<file path="src/rtl/irq_elig_bank.sv">
module irq_elig_bank #(
  parameter int N = 32
) (
  input  logic         clk,
  input  logic         rst_n,
  input  logic         wr_en,
  input  logic [2:0]   wr_sel,
  input  logic [N-1:0] wr_data,
  input  logic [N-1:0] pend_set,
  input  logic [N-1:0] pend_clr,
  input  logic [N-1:0] irq_in,
  output logic [N-1:0] elig
);

  localparam logic [2:0] SEL_TRIG = 3'd0;
  localparam logic [2:0] SEL_EN   = 3'd1;
  localparam logic [2:0] SEL_ACT  = 3'd2;
  localparam logic [2:0] SEL_GRP  = 3'd3;
  localparam logic [2:0] SEL_MOD  = 3'd4;
  localparam logic [2:0] SEL_PEND = 3'd5;
  localparam logic [2:0] SEL_CTL  = 3'd6;

  logic [N-1:0] trig_q, en_q, act_q, grp_q, mod_q, pend_q;
  logic [N-1:0] lvl_q, prev_q, elig_q;
  logic [3:0]   ctl_q;

  logic [N-1:0] rise, pend_base, pend_nx;
  logic [N-1:0] raw_pend, live, mod_eff, gmask;

  always_ff @(posedge clk or negedge rst_n) begin
    if (!rst_n) begin
      trig_q <= '0;
      en_q   <= '0;
      act_q  <= '0;
      grp_q  <= '0;
      mod_q  <= '0;
      ctl_q  <= '0;
    end else if (wr_en) begin
      case (wr_sel)
        SEL_TRIG: trig_q <= wr_data;
        SEL_EN:   en_q   <= wr_data;
        SEL_ACT:  act_q  <= wr_data;
        SEL_GRP:  grp_q  <= wr_data;
        SEL_MOD:  mod_q  <= wr_data;
        SEL_CTL:  ctl_q  <= wr_data[3:0];
        default: ;
      endcase
    end
  end

  assign rise      = lvl_q & ~prev_q & trig_q;
  assign pend_base = (wr_en && wr_sel == SEL_PEND) ? wr_data : pend_q;
  assign pend_nx   = (pend_base | pend_set | rise) & ~pend_clr;

  always_ff @(posedge clk or negedge rst_n) begin
    if (!rst_n) begin
      pend_q <= '0;
      lvl_q  <= '0;
      prev_q <= '0;
    end else begin
      pend_q <= pend_nx;
      lvl_q  <= irq_in;
      prev_q <= lvl_q;
    end
  end

  assign raw_pend = pend_q | (~trig_q & lvl_q);
  assign live     = raw_pend & en_q & ~act_q;
  assign mod_eff  = ctl_q[3] ? '0 : mod_q;
  assign gmask    = ({N{ctl_q[2]}} & grp_q)
                  | ({N{ctl_q[1]}} & ~grp_q & mod_eff)
                  | ({N{ctl_q[0]}} & ~grp_q & ~mod_eff);

  always_ff @(posedge clk or negedge rst_n) begin
    if (!rst_n) elig_q <= '0;
    else        elig_q <= live & gmask;
  end

  assign elig = elig_q;

endmodule

</file>
<file path="config.mk">
export PLATFORM = sky130hd
export DESIGN_NAME = irq_elig_bank
export DESIGN_NICKNAME = d
export VERILOG_FILES = /design/src/rtl/irq_elig_bank.sv
export SDC_FILE = /design/constraint.sdc
export NUM_CORES = 1
export LEC_CHECK = 0
export CAP_MARGIN = 20
export CORE_ASPECT_RATIO = 1.75
export CORE_MARGIN = 10
export CORE_UTILIZATION = 60
export DETAILED_ROUTE_END_ITERATION = 16
export DONT_BUFFER_PORTS = 1
export GPL_ROUTABILITY_DRIVEN = 1
export PLACE_DENSITY = 0.74
export SETUP_SLACK_MARGIN = 0.2
export SKIP_CTS_REPAIR_TIMING = 1
export SLEW_MARGIN = 20
export SYNTH_ARGS = -nofsm -noshare
export SYNTH_HDL_FRONTEND = slang
export SYNTH_SLANG_ARGS = --single-unit
</file>
<file path="constraint.sdc">
create_clock -name clk -period 1.5 [get_ports clk]
set_input_delay 0.15 -clock clk [delete_from_list [all_inputs] [get_ports clk]]
set_output_delay 0.15 -clock clk [all_outputs]
set_load 0.01 [all_outputs]
</file>
; ---- Yosys cells after proc, flatten, opt, wreduce, memory -nomap -nowiden
; Cells that the tools add are included.
[classes]
reduce_logical = 8
muxes = 2
eq_ne = 6
bitwise = 23
[op_table]
columns = op, n
row1 = $and A32 B32 Y32, 12
row2 = $not A32 Y32, 6
row3 = $or A32 B32 Y32, 5
row4 = $mux W32, 2
row5 = $reduce_and A2 Y1, 6
row6 = $eq A3 B3 Y1 const B, 3
row7 = $eq A3 B2 Y1 const B, 2
row8 = $eq A3 B1 Y1 const B, 1
row9 = $logic_not A3 Y1, 1
row10 = $logic_and A1 B1 Y1, 1
[word_totals]
output_inout_bits = 32
inputBits = 134
ff_bits = 292

; ---- Longest topological paths before layout
[logic_depth]
depth_word = 6
ltp_mapped = 6

; ---- Least setup slack after synthesis
; OpenSTA, ideal clock, no wires.
[synth_timing]
path_type = flip-flop to flip-flop
from = reg ctl_q[3]
to = reg elig_q[17], in the netlist elig[17]
synth_period_minus_slack_ns = 1.340
path_stages_with_launch = 6
path_buffers = 2
setup_slack_ns = 0.160
arrival_ns = 1.215
required_time_ns = 1.375
setup_time_ns = 0.125
path_cell_list = dfrtp_1 -> buf_6 -> clkbuf_1 -> and3b_1 -> a211oi_1 -> a2111oi_0
[synth_between]
elab_chain_len = 5
word_cells_on_any_way = 7
cone_classes = mux (1) / bitwise (6)
[synth_lines]
columns = element, line_no
row1 = "start, declared", 25  ; logic [3:0] ctl_q;
row2 = "start signal, assigned", 45  ; SEL_CTL: ctl_q <= wr_data[3:0];
row3 = $mux W32 *, 69  ; assign mod_eff = ctl_q[3] ? '0 : mod_q;
row4 = $and A32 B32 Y32 or $not A32 Y32 (tied branches), "71, 72"
row5 = $or A32 B32 Y32 or $and A32 B32 Y32 (tied branches), "71, 72"
row6 = $or A32 B32 Y32 *, 72  ; | ({N{ctl_q[0]}} & ~grp_q & ~mod_eff);
row7 = $and A32 B32 Y32 *, 76  ; else elig_q <= live & gmask;
row8 = "end signal, assigned", 76
row9 = "end, declared", 24  ; logic [N-1:0] lvl_q, prev_q, elig_q;
; Mark *: on every way between the ends. The rest lies on a longest branch, timed or not.
; A chain may end at the register's enable or synchronous reset.

; ---- Worst setup path after layout
[layout_timing]
from = reg ctl_q[3]
to = reg elig_q[1], in the netlist elig[1]
; Same word-level chain as after synthesis.

==> summary.md <==
| Metric | Value |
|---|---|
| Cell area power density | `roughly 1400 nW/um^2` |
| Crit path required time | `~1.9 ns` |
| Setup violators final | `0` |
| Critical path peak fanout | `33` |
| Antenna cell count | `0` |
| Maximum vdd drop | `about 0.0011 V` |
| Final-report hold violation count | `~300` |
| Syn_nets | `roughly 1,100` |
| Slew HR | `~56%` |
| Port bufs | `0` |
| CP max-delay cell | `dfrtp_2` |
| Width of the die | `126 um` |
| Synth unique cells | `24` |
| Critical-path cell list | `buf_12, and3b_1, a211oi_1, a2111oi_1` |
| CP Class | `flip-flop to flip-flop` |
| Core Area | `around 19,000 sq um` |
| Finished Core Util | `approximately three quarters` |
| Synth Register Bits | `292` |
| Layout cells sized above 1 | `19.9%` |
| Wirelength per Cell | `~21 um` |
| Global-route wire length before repair | `about 42 mm` |
| Max Cap Violations | `0` |
| Crit path buf inv count | `1` |
| Area Growth Syn to Fin | `21.7%` |
| Initial Utilization | `between 60% and 70%` |
| Dpl cell area | `12,000 sq um` |
| Pin slew with the least headroom to its limit | `between 0.6 and 0.7 ns` |
| R2r endpoint | `elig[1]` |
| Die Ht | `approximately 210 um` |
| DRT antenna net count | `0` |
| CTS tree | `yes` |
| RSZ-0062 raised after global routing | `true` |
| Slowest Stage Delay on Critical Path | `~0.47 ns` |
| Cells after Synth | `a little over 900` |
| Synth Cell Area | `approximately 12,000 sq um` |
| Register area share after synthesis | `between 60 and 70%` |
| Final period util | `a little over nine tenths` |
| Global route overflow | `0` |
| Lkg Pwr | `roughly 6.3 nW` |
| Vias in the first global route | `a little under 8,000` |
| Post-DP HPWL | `~17 mm` |
| Final WS setup | `0.0453 ns` |
| Outcome | `finished, violations left` |
| Worst Setup End Kind | `flip-flop` |
| Die area | `25,800 sq um` |
| Startpoint Class | `flip-flop` |
| Skew final | `roughly 0.012 ns` |
| Total Nets Final | `between 1,000 and 1,500` |
| Setup TNS | `0 ns` |
| DR vias/cell | `around 5.9` |
| Total CTS buffers | `27` |
| Ys Warns | `0` |
| FMAX | `687 MHz` |
| Fillers | `between 1,000 and 1,500` |
| Sink Count | `between 200 and 300` |
| Initial antenna violation count | `0` |
| R2R setup slack | `around 0.045 ns` |
| Min Tclk post-route | `1.45 ns` |
| Crit path DAT | `between 1.5 and 2 ns` |
| H-tree levels | `1` |
| Final wirelength | `28.3 mm` |
| Setup slack at placement | `0.00293 ns` |
| R2r worst-path depth | `4` |
| Synth Area per Inst | `12.7 sq um` |
| Failing checks | `hold timing` |
| Top Ports | `approximately 170` |
| Min-delay worst type | `input pin to asynchronous set/reset pin` |
| Worst-path clk slew | `0.07 ns` |
| Final instance area | `14,300 sq um` |
| Family with the most delay on the worst path | `flip-flops` |
| RD Place Congestion | `between 0.7 and 0.8` |
| Vias | `approximately 7,800` |
| First-pass DRT Iterations | `5` |
| Hold slack | `-0.664 ns` |
| Number of remaining DRC errors | `0` |
| CTS Buffer Depth | `3` |
| GRT Util Overall | `20.0%` |
| Skew-Pair Late Insertion Delay | `roughly 0.53 ns` |
| Fin. max-slew vios | `0` |
| R2R Path Start | `ctl_q[3]` |
| Initial DRC count | `430` |
| Root buffer cell | `clkbuf_16` |
| Largest net degree at the start of global routing | `between 200 and 300` |
| FP Rows | `67` |
[cells in the mapped netlist]
library cell | number | share of area (%)
buf_6 | 16 | 1.5
a2111oi_1 | 16 | 1.4
nand4b_1 | 3 | 0.22
a211oi_1 | 32 | 2.0
buf_4 | 1 | 0.064
dfrtp_1 | 292 | 62
nand2b_1 | 64 | 3.4
clkbuf_1 | 17 | 0.54
mux2_1 | 8 | 0.77
a21oi_1 | 32 | 1.4
nor4b_4 | 1 | 0.20
nand2_1 | 97 | 3.1
and4bb_1 | 2 | 0.21
and3b_1 | 32 | 2.4
a31oi_1 | 64 | 3.4
inv_1 | 65 | 2.1
clkbuf_2 | 3 | 0.13
buf_2 | 9 | 0.38
nor3_4 | 1 | 0.14
a2111oi_0 | 16 | 1.2
o21ai_1 | 5 | 0.21
o21ai_0 | 27 | 1.1
mux2_2 | 124 | 12
and4b_1 | 1 | 0.085
[registers in the layout, indices dropped and copies added, names as in the netlist]
register and count:
grp_q 32, pend_q 32, mod_q 32, prev_q 32, act_q 32, lvl_q 32
trig_q 32, en_q 32, elig 32, ctl_q 4
[metal layers]
layer  vias up  global-route usage, %  share of wire [%]  routed length [um]
met5         -                      0                  0                   0
met4         0                   5.35                2.5                 720
met3        51                   5.26                6.0                1700
met2       205                   36.0                 54               15200
met1      4015                   23.1                 38               10700
li1       3547                      -                  -                   -
[worst max path at each step]
| stage | start | to | slack [ns] | depth (start not counted) |
|---|---|---|---|---|
| 2_1_floorplan | ctl_q[3] | elig[17] | 0.19 | 5 |
| 3_3_place_gp | ctl_q[3] | elig[1] | 0.17 | 4 |
| 3_5_place_dp | ctl_q[3] | elig[1] | 0.003 | 4 |
| 4_1_cts | ctl_q[3] | elig[1] | -0.01 | 4 |
| 5_1_grt | ctl_q[3] | elig[17] | -0.04 | 4 |
| 6_report | ctl_q[3] | elig[1] | 0.05 | 4 |
[cell families after synthesis]
group,share of synthesized area [%]
mux,12.6
flops,62.2
compound gates,10.7
buf+inv,4.73
simple gates,9.75
[area by class of cell]
| cell class | instances | area (sq um) | share of cell area [%] |
|---|---|---|---|
| clock buffers | 32 | 714 | 4.99 |
| multi-input cells | 525 | 3980 | 27.8 |
| well taps | 241 | 302 | 2.11 |
| clock inverters | 17 | 168 | 1.17 |
| flip-flops and latches | 292 | 7310 | 51.1 |
| inverters | 65 | 248 | 1.73 |
| repair buffers | 152 | 1590 | 11.1 |
[placed cells by master, fill, tap and decap left out, drive strengths merged]
cell / instances
a2111oi: 32
a211oi: 32
a21oi: 32
a31oi: 64
and3b: 32
and4b: 1
and4bb: 2
buf: 24
bufinv: 3
clkbuf: 32
clkinv: 13
clkinvlp: 1
dfrtp: 292
dlygate4sd3: 128
inv: 65
mux2: 132
nand2: 97
nand2b: 64
nand4b: 3
nor3: 1
nor4b: 1
o21ai: 32
[worst reg2reg max path, cell delays in order, from the launching register on]
cell and delay, ns:
dfrtp_2 0.47, buf_12 0.18, and3b_1 0.23, a211oi_1 0.05
a2111oi_1 0.38
[per-stage QoR]
stage          cells  total power [mW]
2_1_floorplan    928              11.7
6_report        1324              19.7
3_5_place_dp    1143              12.5
5_1_grt         1324              20.6
4_1_cts         1192              19.4
3_3_place_gp    1143              12.4
[power breakdown]
part	switching [mW]	total (mW)	internal (mW)
logic	1.29	2.96	1.67
registers	0.853	9.96	9.11
clock network	2.90	6.82	3.93
Note: power is estimated with default switching activity, not from simulation.
